$ cat config.mk
export PLATFORM = sky130hd
export DESIGN_NAME = ep_status_regs
export DESIGN_NICKNAME = d
export VERILOG_FILES = /design/src/rtl/ep_status_pkg.sv /design/src/rtl/ep_status_addr_dec.sv /design/src/rtl/ep_status_reg.sv /design/src/rtl/ep_status_regs.sv
export SDC_FILE = /design/constraint.sdc
export NUM_CORES = 1
export LEC_CHECK = 0
export BUFFER_PORTS_ARGS = -buffer_cell sky130_fd_sc_hd__buf_4
export CAP_MARGIN = 20
export CORE_UTILIZATION = 25
export CTS_CLUSTER_DIAMETER = 50
export DETAILED_ROUTE_END_ITERATION = 12
export SKIP_CTS_REPAIR_TIMING = 1
export SLEW_MARGIN = 20
export SYNTH_ARGS = -nofsm -noshare
export SYNTH_HDL_FRONTEND = slang
export SYNTH_HIERARCHICAL = 1
export SYNTH_SLANG_ARGS = --single-unit
$ cat constraint.sdc
create_clock -name clk -period 3.35 [get_ports clk]
set_clock_uncertainty 0.15 [all_clocks]
set_input_delay 0.1675 -clock clk [delete_from_list [all_inputs] [get_ports clk]]
set_output_delay 0.1675 -clock clk [all_outputs]
set_load 0.01 [all_outputs]
$ cat src/rtl/ep_status_pkg.sv
package ep_status_pkg;
  localparam int REG_W     = 8;
  localparam int CNT_W     = 4;
  localparam int RSVD_W    = REG_W - 2 - CNT_W;
  localparam int MAX_IN    = 8;
  localparam int CRC_BYTES = 2;

  typedef struct packed {
    logic             toggle;
    logic             valid;
    logic [CNT_W-1:0] count;
  } ep_reg_t;

  // Limit a count to the largest payload an endpoint can hold.
  function automatic logic [CNT_W-1:0] clamp_count(input logic [CNT_W-1:0] v);
    return (v > CNT_W'(MAX_IN)) ? CNT_W'(MAX_IN) : v;
  endfunction

  // Count recorded for a received packet: payload plus CRC bytes.
  function automatic logic [CNT_W-1:0] rx_field(input logic [CNT_W-1:0] rx);
    return clamp_count(rx) + CNT_W'(CRC_BYTES);
  endfunction

  // Register image as seen by the CPU; reserved bits are zero.
  function automatic logic [REG_W-1:0] pack_reg(input ep_reg_t r);
    return {r.toggle, r.valid, {RSVD_W{1'b0}}, r.count};
  endfunction
endpackage

$ cat src/rtl/ep_status_addr_dec.sv
module ep_status_addr_dec #(
  parameter int NUM_EP    = 3,
  parameter int ADDR_W    = 8,
  parameter int BASE_ADDR = 'h41,
  parameter int STRIDE    = 2
) (
  input  logic [ADDR_W-1:0] addr,
  output logic [NUM_EP-1:0] hit
);
  for (genvar i = 0; i < NUM_EP; i++) begin : g_dec
    assign hit[i] = (addr == ADDR_W'(BASE_ADDR + i * STRIDE));
  end
endmodule

$ cat src/rtl/ep_status_reg.sv
module ep_status_reg
  import ep_status_pkg::*;
#(
  parameter bit LOCKABLE = 1'b0
) (
  input  logic             clk,
  input  logic             rst_n,
  input  logic             wr_hit,
  input  logic             rd_hit,
  input  logic [REG_W-1:0] wdata,
  input  logic             upd_hit,
  input  logic [CNT_W-1:0] rx_bytes,
  input  logic             rx_toggle,
  input  logic             rx_err,
  output ep_reg_t          q,
  output logic             locked
);
  logic wr_accept;
  logic lock_set;
  logic lock_clear;
  logic unused_rsvd;

  assign unused_rsvd = ^wdata[REG_W-3:CNT_W];
  assign wr_accept   = wr_hit && !locked;
  assign lock_set    = LOCKABLE && upd_hit;
  assign lock_clear  = LOCKABLE && rd_hit && !upd_hit;

  always_ff @(posedge clk) begin
    if (!rst_n) begin
      q <= '0;
    end else if (upd_hit) begin
      q.toggle <= rx_toggle;
      q.valid  <= !rx_err;
      q.count  <= rx_field(rx_bytes);
    end else if (wr_accept) begin
      q.toggle <= wdata[REG_W-1];
      q.valid  <= wdata[REG_W-2];
      q.count  <= clamp_count(wdata[CNT_W-1:0]);
    end
  end

  if (LOCKABLE) begin : g_lock
    always_ff @(posedge clk) begin
      if (!rst_n)          locked <= 1'b0;
      else if (lock_set)   locked <= 1'b1;
      else if (lock_clear) locked <= 1'b0;
    end


    lock_set_chk: assert property (@(posedge clk) disable iff (!rst_n)
      upd_hit |=> locked);

    locked_write_chk: assert property (@(posedge clk) disable iff (!rst_n)
      (wr_hit && locked && !upd_hit) |=> $stable(q));

    unlock_chk: assert property (@(posedge clk) disable iff (!rst_n)
      (rd_hit && locked && !upd_hit) |=> !locked);
  end else begin : g_nolock
    assign locked = 1'b0;

    free_write_chk: assert property (@(posedge clk) disable iff (!rst_n)
      (wr_hit && !upd_hit) |=> (q.toggle == $past(wdata[REG_W-1])));
  end


  hw_count_chk: assert property (@(posedge clk) disable iff (!rst_n)
    upd_hit |=> (q.count >= CNT_W'(CRC_BYTES) && q.count <= CNT_W'(MAX_IN + CRC_BYTES)));

  in_count_chk: assert property (@(posedge clk) disable iff (!rst_n)
    (wr_accept && !upd_hit) |=> (q.count <= CNT_W'(MAX_IN)));

  valid_chk: assert property (@(posedge clk) disable iff (!rst_n)
    upd_hit |=> (q.valid == !$past(rx_err)));
endmodule

$ cat src/rtl/ep_status_regs.sv
module ep_status_regs
  import ep_status_pkg::*;
#(
  parameter int NUM_EP    = 3,
  parameter int ADDR_W    = 8,
  parameter int EP_W      = 2,
  parameter int BASE_ADDR = 'h41,
  parameter int STRIDE    = 2
) (
  input  logic                    clk,
  input  logic                    rst_n,
  input  logic [ADDR_W-1:0]       cpu_addr,
  input  logic                    cpu_wr,
  input  logic                    cpu_rd,
  input  logic [REG_W-1:0]        cpu_wdata,
  output logic [REG_W-1:0]        cpu_rdata,
  input  logic                    sie_upd,
  input  logic [EP_W-1:0]         sie_ep,
  input  logic [CNT_W-1:0]        sie_rx_bytes,
  input  logic                    sie_rx_toggle,
  input  logic                    sie_crc_err,
  input  logic                    sie_stuff_err,
  input  logic                    sie_pid_err,
  output logic [NUM_EP*CNT_W-1:0] tx_count,
  output logic [NUM_EP-1:0]       tx_toggle
);
  logic [NUM_EP-1:0] addr_hit;
  logic [NUM_EP-1:0] upd_hit;
  logic [NUM_EP-1:0] ep_locked;
  logic              rx_err;
  ep_reg_t           regs [NUM_EP];
  logic [REG_W-1:0]  rd_terms [NUM_EP];

  assign rx_err = sie_crc_err || sie_stuff_err || sie_pid_err;

  ep_status_addr_dec #(
    .NUM_EP(NUM_EP), .ADDR_W(ADDR_W), .BASE_ADDR(BASE_ADDR), .STRIDE(STRIDE)
  ) u_dec (
    .addr(cpu_addr),
    .hit (addr_hit)
  );

  for (genvar i = 0; i < NUM_EP; i++) begin : g_ep
    assign upd_hit[i] = sie_upd && (sie_ep == EP_W'(i));

    ep_status_reg #(.LOCKABLE(i == 0)) u_reg (
      .clk      (clk),
      .rst_n    (rst_n),
      .wr_hit   (cpu_wr && addr_hit[i]),
      .rd_hit   (cpu_rd && addr_hit[i]),
      .wdata    (cpu_wdata),
      .upd_hit  (upd_hit[i]),
      .rx_bytes (sie_rx_bytes),
      .rx_toggle(sie_rx_toggle),
      .rx_err   (rx_err),
      .q        (regs[i]),
      .locked   (ep_locked[i])
    );

    assign tx_count[i*CNT_W +: CNT_W] = regs[i].count;
    assign tx_toggle[i]               = regs[i].toggle;
    assign rd_terms[i] = addr_hit[i] ? pack_reg(regs[i]) : '0;
  end

  always_comb begin
    cpu_rdata = '0;
    for (int i = 0; i < NUM_EP; i++) cpu_rdata |= rd_terms[i];
  end


  addr_hit_chk: assert property (@(posedge clk) disable iff (!rst_n)
    $onehot0(addr_hit));

  rsvd_zero_chk: assert property (@(posedge clk) disable iff (!rst_n)
    cpu_rdata[REG_W-3:CNT_W] == '0);

  bad_ep_chk: assert property (@(posedge clk) disable iff (!rst_n)
    (sie_upd && sie_ep >= EP_W'(NUM_EP) && !cpu_wr) |=> ($stable(tx_count) && $stable(tx_toggle)));

  ep12_nolock_chk: assert property (@(posedge clk) disable iff (!rst_n)
    ep_locked[NUM_EP-1:1] == '0);
endmodule

==> results.md, run 1 <==
* Outcome: complete, no violations
* CTS tree: done
* YS warnings at 6
* Die Footprint at 4950 um^2
* Cells after synthesis at 138
* # clock sinks at 19
* Number of cells on the critical path at 8
* Fin crit period at 2300 ps
* Reg clk slew, reported paths at 70 ps
* CP bufs+invs at 2
* GRT Residual Overflow at 0
* Critical path's largest stage delay at 560 ps
* Final setup fails at 0
* Sw Ratio at 26.5%
* RSZ-0062 raised after global routing: no
* Final WL at 3460 um
* I/O pins at 54
* Crit path capture type: flop
* Worst path most repeated cell: buf_4
* Critical Path RT at 3350 ps
* ANT cells at 0
* First-pass GRT wire length at 5420 um
* Drc violations at 0
* Top sig layer: met4
* Clock root cell: clkbuf_8
* Iteration-0 DRC Markers at 113
* Crit-path slowest cell: nor2b_1
* H-tree depth at 1
* Vias in the first global route at 1145
* CP arrival at 2300 ps
* LEAKAGE at 0.767 nW
* Die W at 70.3 um
* Met2 Routed Length at 1580 um
* Final WS setup at 1050 ps
* Routability cong. at 0.848
* Hold path cells at 3
* Delay-heaviest family, CP: simple AND/OR/NAND/NOR gates
* NetSw at 135 uW
* Internal power at 375 uW
* Core region area at 4410 um^2
* Power Dens Cells at 309 nW/um^2
* Port bufs at 49
* Mapped Area at 1170 um^2
* Pwr Total at 510 uW
* Setup WS pre-CTS at 792 ps
* VDD IR max at 0.126 mV
* Final hold viol count at 0
* Worst Path Max Fanout at 9
* Setup TNS at 0 ps
* Via count at 1218
* Max Root-Sink Buffers at 2
* Cts bufs inserted at 3
* Die height at 70.3 um
* Layout cells sized above 1 at 34.4%
* Max Cap Violations at 0
* FF-to-FF path depth at 3
* Site row count at 24
* Layout net count at 227
* Critical Path Source Type: primary input
* Slew Viols, Final at 0
* Max Fclk at 435 MHz
* Critical path class: primary input to flop
* Met3 WL at 225 um
* Final Cycle Share at 68.7%
* Crit-path cells: buf_4 > or4b_4 > nor4_1 > buf_4 > and2_2 > nor2b_1 > or2_4 > a311oi_2
* Worst skew pair latency at 260 ps
* Drt first pass iters at 4
* Finished Cell Area at 1650 um^2
* GR Util All Layers at 13.9%
* Routed met1 length at 1580 um
* Normalized max-slew margin at 53.7%
* Initial antenna violation count at 0
* Hpwl dp at 2660 um
* Area Overhead vs Synth at 41.3%
* WL/cell at 14.2 um
* Power share of the sequential group at 48.3%
* Util after Layout at 37.4%
* Post-DP Area at 1600 um^2
* Avg Inst Size Synth at 8.46 um^2
* Starting density of the core at 26.4%
* Worst Max-Slew Pin Slew at 693 ps
* Antenna-violating nets left at 0
* Clock share of power at 31.9%
* Combinational power share at 19.8%
* Type of the tightest min-delay check: primary input to flop
* Vias per cell at 4.99
* Pin count of the biggest net entering global routing at 15
-- area by class of cell --
type,count,area (um^2)
clock inverter,1,5.00
fill,461,2770
multi-input combinational,101,703
tap,52,65.1
timing repair buffer,53,398
sequential,19,380
inverter,15,56.3
clock buffer,3,41.3
-- worst paths after layout --
path | from | end | slack, ps
max | cpu_addr[5] | g_ep[0].u_reg/q[0]$_SDFFE_PN0P_ | 1050
min | sie_rx_toggle | g_ep[2].u_reg/q[5]$_SDFFE_PN0P_ | 50
max reg2reg | g_ep[0].u_reg/locked$_SDFFE_PN0P_ | g_ep[0].u_reg/q[0]$_SDFFE_PN0P_ | 1880
min reg2reg | g_ep[0].u_reg/locked$_SDFFE_PN0P_ | g_ep[0].u_reg/locked$_SDFFE_PN0P_ | 330
-- state kept, by name (all words and copies together), names as in the netlist --
| signal | cells |
|---|---|
| g_ep.u_reg/locked | 1 |
| g_ep.u_reg/q | 18 |
-- placed cells by master (no fill, tap or decap), types with 6 or more instances in the layout --
| cell | n |
|---|---|
| a21oi_1 | 10 |
| a222oi_1 | 6 |
| buf_4 | 53 |
| dfxtp_1 | 19 |
| inv_1 | 13 |
| mux2i_1 | 6 |
| nand2_1 | 8 |
| nor2b_1 | 8 |
| o21ai_0 | 9 |
-- per-stage QoR --
step / cells / hold WS (ps)
2_1_floorplan: 139 / 134
3_3_place_gp: 240 / 306
3_5_place_dp: 240 / 315
4_1_cts: 244 / 35.8
5_1_grt: 244 / 39.8
6_report: 244 / 46.7
-- tightest hold or removal path, cell delays in order --
cell,delay (ps)
buf_4,90
o21ai_0,60
a21oi_1,100
-- power groups by stage --
stage	clock network [mW]	logic, mW	registers, mW
3_5_place_dp	0	0.101	0.251
4_1_cts	0.166	0.102	0.246
5_1_grt	0.176	0.110	0.248
3_3_place_gp	0	0.0996	0.251
2_1_floorplan	0	0.0420	0.254
6_report	0.163	0.101	0.246
-- routing by layer --
layer	GRT usage [%]	vias up
met4	7.11	0
li1	-	611
met2	23.0	61
met1	17.6	537
met3	1.88	9
met5	0	-
No activity file was read; power rests on OpenSTA's default activity.
==> run 2, diff against run 1 <==
- clock period: 3.35 -> 1.9 ns (I/O delays scaled with it)
==> run 2 against run 1 <==
  * The flow now finishes with violations (hold timing)
  * Non-clock buffer count increased by 3
  * Flip-flop and latch count unchanged
  * Sequential power increased by 77%
  * First-iteration DRC count decreased by 42%
  * Count of clock-buffer cells in the layout up 1
  * Core utilization rose by 2.4 points
  * Final cell count grew 1.2%
  * Largest cell class unchanged
  * Highest routed layer unchanged
==> results.md, run 2 (synthesized netlist as in run 1, its figures left out) <==
* Starting density of the core at 26.4% (unchanged)
* Final WL at 3520 um (+1.6%)
* First-pass GRT wire length at 5560 um (+2.7%)
* Final hold viol count at 4 (+4)
* Worst path most repeated cell: buf_4
* Commonest non-fill, non-tap cells in the layout: buf_4, dfxtp_1, inv_1
* Sequential Area at 380 um^2 (unchanged)
* Fin crit period at 1830 ps
* Critical path's largest stage delay at 590 ps (+30 ps)
* Hpwl dp at 2740 um (+3.2%)
* Final setup fails at 0 (unchanged)
* Commonest non-fill, non-tap cell in the layout: buf_4
* Critical path class: primary input to output port
* Largest register FFs at 18 (unchanged)
* Footprint of the multi-input gates at 778 um^2 (+11%)
* Port bufs at 49 (unchanged)
* Die Footprint at 4950 um^2 (unchanged)
* GR Util All Layers at 14.2% (+0.24 points)
* Site row count at 24 (unchanged)
* Layout cells sized above 1 at 38.5% (+4.1 points)
* Drc violations at 0 (unchanged)
* Max Root-Sink Buffers at 2 (unchanged)
* Max Fclk at 546 MHz
* Slew Viols, Final at 0 (unchanged)
* Vias per cell at 5.05 (+1.2%)
* Worst Hold Slack at -9.68 ps (-56.3 ps)
* LEAKAGE at 0.796 nW (+3.7%)
* # clock sinks at 19 (unchanged)
* Crit-path cells: buf_4 > or4b_4 > nor4_4 > buf_6 > a222oi_1 > inv_1 > buf_4
* Outcome: finished with violations
* Final Cycle Share at 96.4%
* Largest registers: g_ep.u_reg/q: 18 flops, g_ep.u_reg/locked: 1 flops
* Fillers at 487 (+5.6%)
* Worst Path Max Fanout at 6 (-3)
* Type of the tightest min-delay check: primary input to flop
* Cts bufs inserted at 3 (unchanged)
* Routability cong. at 0.819 (-3.4%)
* Area Overhead vs Synth at 50.4%
* Via count at 1248 (+2.5%)
* Reg clk slew, reported paths at 70 ps (about the same)
* RSZ-0062 raised after global routing: no
* ANT cells at 0 (unchanged)
* Power Dens Cells at 519 nW/um^2 (+68%)
* CTS tree: done
* WL/cell at 14.3 um (+0.41%)
* Core region area at 4410 um^2 (unchanged)
* Antenna-violating nets left at 0 (unchanged)
* Initial antenna violation count at 0 (unchanged)
* Delay-heaviest family, CP: simple AND/OR/NAND/NOR gates
* Critical Path RT at 1650 ps (-1700 ps)
* Die height at 70.3 um (unchanged)
* Die W at 70.3 um (unchanged)
* GRT Residual Overflow at 0 (unchanged)
* Crit-path slowest cell: or4b_4
* VDD IR max at 0.238 mV (+89%)
* Clock root cell: clkbuf_8
* CP arrival at 1590 ps (-710 ps)
* Iteration-0 DRC Markers at 66 (-42%)
* I/O pins at 54 (unchanged)
* CP bufs+invs at 4 (+2)
* Util after Layout at 39.8% (+2.4 points)
* Drt first pass iters at 4 (unchanged)
* Violated checks: hold timing
* Largest register by flop count: g_ep.u_reg/q
* Max Cap Violations at 0 (unchanged)
* Worst skew pair latency at 250 ps (about the same)
* H-tree depth at 1 (unchanged)
* Vias in the first global route at 1145 (unchanged)
* Crit path capture type: output port
* Pin count of the biggest net entering global routing at 15 (unchanged)
* Critical Path Source Type: primary input
* Layout net count at 230 (+1.3%)
==> run 2: cell count changes in the layout (fill, tap and decap cells not counted), sizes merged <==
cell,previous run,this run
buf,53,55
dlygate4sd3,0,1
clkbuf,3,4
clkinv,1,0
==> run 2: metal layers <==
metal / GRT usage, % / part of all wire (%)
met5: 0 / 0
met4: 5.33 / 1.2
met3: 2.31 / 6.3
met2: 23.4 / 47
met1: 18.4 / 45
==> run 2: worst paths after layout <==
kind / from / end / slack [ps] / cells after the start
hold / removal: rst_n / g_ep[1].u_reg/q[4]$_SDFFE_PN0P_ / -10 / 3
hold reg to reg: g_ep[0].u_reg/locked$_SDFFE_PN0P_ / g_ep[0].u_reg/locked$_SDFFE_PN0P_ / 360 / 2
setup / recovery: cpu_addr[7] / cpu_rdata[3] / 70 / 7
setup reg to reg: g_ep[0].u_reg/locked$_SDFFE_PN0P_ / g_ep[0].u_reg/q[0]$_SDFFE_PN0P_ / 740 / 3
==> run 2: cell type report <==
cell class | instances | share of cell area [%]
clock buffer | 4 | 2.57
inverter | 15 | 3.21
multi-input combinational | 101 | 44.3
sequential | 19 | 21.7
tap | 52 | 3.71
timing repair buffer | 56 | 24.5
==> run 2: tightest hold or removal path, cell delays in order <==
cell and delay, ps:
buf_4 160, nand2_1 60, a21oi_1 30
==> run 2: power by group <==
group	switching [mW]	internal, mW
Combinational	0.0890	0.100
Clock	0.137	0.149
Sequential	0.0166	0.419
==> run 2: metrics by stage <==
stage	std cells	total power [mW]	setup WS [ps]	area (um^2)	TNS [ps]
floorplan	139	0.528	-141	1240	-939
global placement	242	0.631	-183	1690	-2110
detailed placement	242	0.633	-180	1690	-2160
CTS	246	0.921	31.0	1730	0
global route	247	0.959	16.0	1760	0
finish	247	0.911	68.2	1760	0
==> run 3, diff against run 2 <==
- TNS_END_PERCENT: not set -> 10
- clock period: 1.9 -> 2 ns (I/O delays scaled with it)
==> run 3 against run 2 <==
  * The run still ends with hold timing left
  * Die area unchanged
  * First-iteration DRC count rose by 74%
  * Critical path depth is the same
  * Final cell count rose by 0.81%
  * Largest cell class unchanged
  * Wire length increased by 0.20%
  * Core utilization decreased by 0.43 points
  * Clock power decreased by 3%
  * Global-route usage fell by 0.25 points
  * Sequential power down 4.8%
==> results.md, run 3 (synthesized netlist as in run 1, its figures left out) <==
* Outcome: finished with violations
* Violated checks: hold timing
* Initial antenna violation count at 0 (unchanged)
* Starting density of the core at 26.4% (unchanged)
* Worst Hold Slack at -14.6 ps (-4.92 ps)
* Finished Cell Area at 1740 um^2 (-1.1%)
* Final setup fails at 0 (unchanged)
* Critical Path Source Type: primary input
* Max Cap Violations at 0 (unchanged)
* GR Util All Layers at 13.9% (-0.25 points)
* Crit path capture type: flop
* Pwr Total at 872 uW (-4.2%)
* Critical path class: primary input to flop
* Pin count of the biggest net entering global routing at 15 (unchanged)
* Vias in the first global route at 1128 (-1.5%)
* ANT cells at 0 (unchanged)
* GRT Residual Overflow at 0 (unchanged)
* Port bufs at 49 (unchanged)
* Die Footprint at 4950 um^2 (unchanged)
* Post-DP Area at 1670 um^2 (-1.0%)
* Final WL at 3530 um (+0.20%)
* Slew Viols, Final at 0 (unchanged)
* Top sig layer: met4
* Die height at 70.3 um (unchanged)
* Core region area at 4410 um^2 (unchanged)
* VDD IR max at 0.195 mV (-18%)
* Type of the tightest min-delay check: primary input to flop
* Layout net count at 232 (+0.87%)
* Setup WS pre-CTS at -122 ps (+58.6 ps)
* Drc violations at 0 (unchanged)
* Commonest non-fill, non-tap cell in the layout: buf_4
* CTS tree: done
* Largest register by flop count: g_ep.u_reg/q
* First-pass GRT wire length at 5510 um (-0.99%)
* Clock root cell: clkbuf_8
* Drt first pass iters at 4 (unchanged)
* Reg clk slew, reported paths at 80 ps (about the same)
* Final hold viol count at 3 (-1)
* Util after Layout at 39.3% (-0.43 points)
* CP startpoint: cpu_addr[5]
* Worst skew pair latency at 260 ps (about the same)
* H-tree depth at 1 (unchanged)
* Via count at 1237 (-0.88%)
* Area Overhead vs Synth at 48.8%
* Routed met1 length at 1590 um (-0.62%)
* Commonest non-fill, non-tap cells in the layout: buf_4, dfxtp_1, inv_1
* Vias per cell at 4.97 (-1.7%)
* Site row count at 24 (unchanged)
* Finished Layout Cells at 249 (+0.81%)
* Cts bufs inserted at 3 (unchanged)
* Layout cells sized above 1 at 36.5% (-1.9 points)
* Fin crit period at 1850 ps
* Iteration-0 DRC Markers at 115 (+74%)
* RSZ-0062 raised after global routing: no
* Critical Path RT at 2010 ps (+360 ps)
* Max Fclk at 539 MHz
* Max Root-Sink Buffers at 2 (unchanged)
* Hpwl dp at 2840 um (+3.5%)
* I/O pins at 54 (unchanged)
* Worst Path Max Fanout at 3 (-3)
* LEAKAGE at 0.801 nW (+0.73%)
* Largest registers: g_ep.u_reg/q: 18 flops, g_ep.u_reg/locked: 1 flops
* Worst hold start: sie_rx_toggle
* Routability cong. at 0.791 (-3.5%)
* R2r startpoint: g_ep[0].u_reg/locked$_SDFFE_PN0P_
* Final Cycle Share at 92.7%
* Met2 Routed Length at 1750 um (+5.8%)
* Largest register FFs at 18 (unchanged)
* Antenna-violating nets left at 0 (unchanged)
* # clock sinks at 19 (unchanged)
* Power Dens Cells at 502 nW/um^2 (-3.2%)
* Dpl cells at 243 (+0.41%)
* Final WS setup at 145 ps (+76.9 ps)
* WL/cell at 14.2 um (-0.61%)
* CP arrival at 1860 ps (+270 ps)
* Met3 WL at 147 um (-33%)
* Setup TNS at 0 ps (unchanged)
* Die W at 70.3 um (unchanged)
==> run 3: cell types whose count changed in the layout (fill, tap and decap cells not counted), moves of 2 or more <==
cell / delta
and2_1: +2
and2_4: -3
buf_4: +3
buf_6: -2
nor2b_4: -2
==> run 3: layer usage <==
metal / vias up / global-route usage [%]
met5: - / 0
met4: 0 / 5.11
met3: 6 / 1.44
met2: 38 / 23.7
met1: 578 / 18.0
li1: 615 / -
==> run 3: path summary, 6_finish.rpt <==
path	endpoint	slack [ps]	depth (start not counted)
worst min register to register	g_ep[0].u_reg/locked$_SDFFE_PN0P_	330	2
worst max-delay path	g_ep[2].u_reg/q[0]$_SDFFE_PN0P_	150	7
worst max register to register	g_ep[0].u_reg/q[5]$_SDFFE_PN0P_	720	4
worst min-delay path	g_ep[2].u_reg/q[5]$_SDFFE_PN0P_	-10	3
==> run 3: layout make-up <==
| type | instances | area [um^2] |
|---|---|---|
| clock buffers | 3 | 41.3 |
| flip-flops and latches | 19 | 380 |
| inverters | 15 | 56.3 |
| multi-input cells | 101 | 748 |
| repair buffers | 58 | 440 |
| clock inverters | 1 | 5.00 |
| fillers | 477 | 2680 |
| well taps | 52 | 65.1 |
==> run 3: report_power, final <==
group          internal (mW)  total, mW  switching [mW]
Combinational         0.0957      0.181          0.0848
Sequential             0.398      0.414          0.0164
Clock                  0.139      0.278           0.139
==> run 3: critical path, stage by stage <==
cell and delay [ps]:
buf_4 110, or4b_4 580, nor4_4 240, and2_1 250, inv_2 60, a221o_1 340, and3_1 180
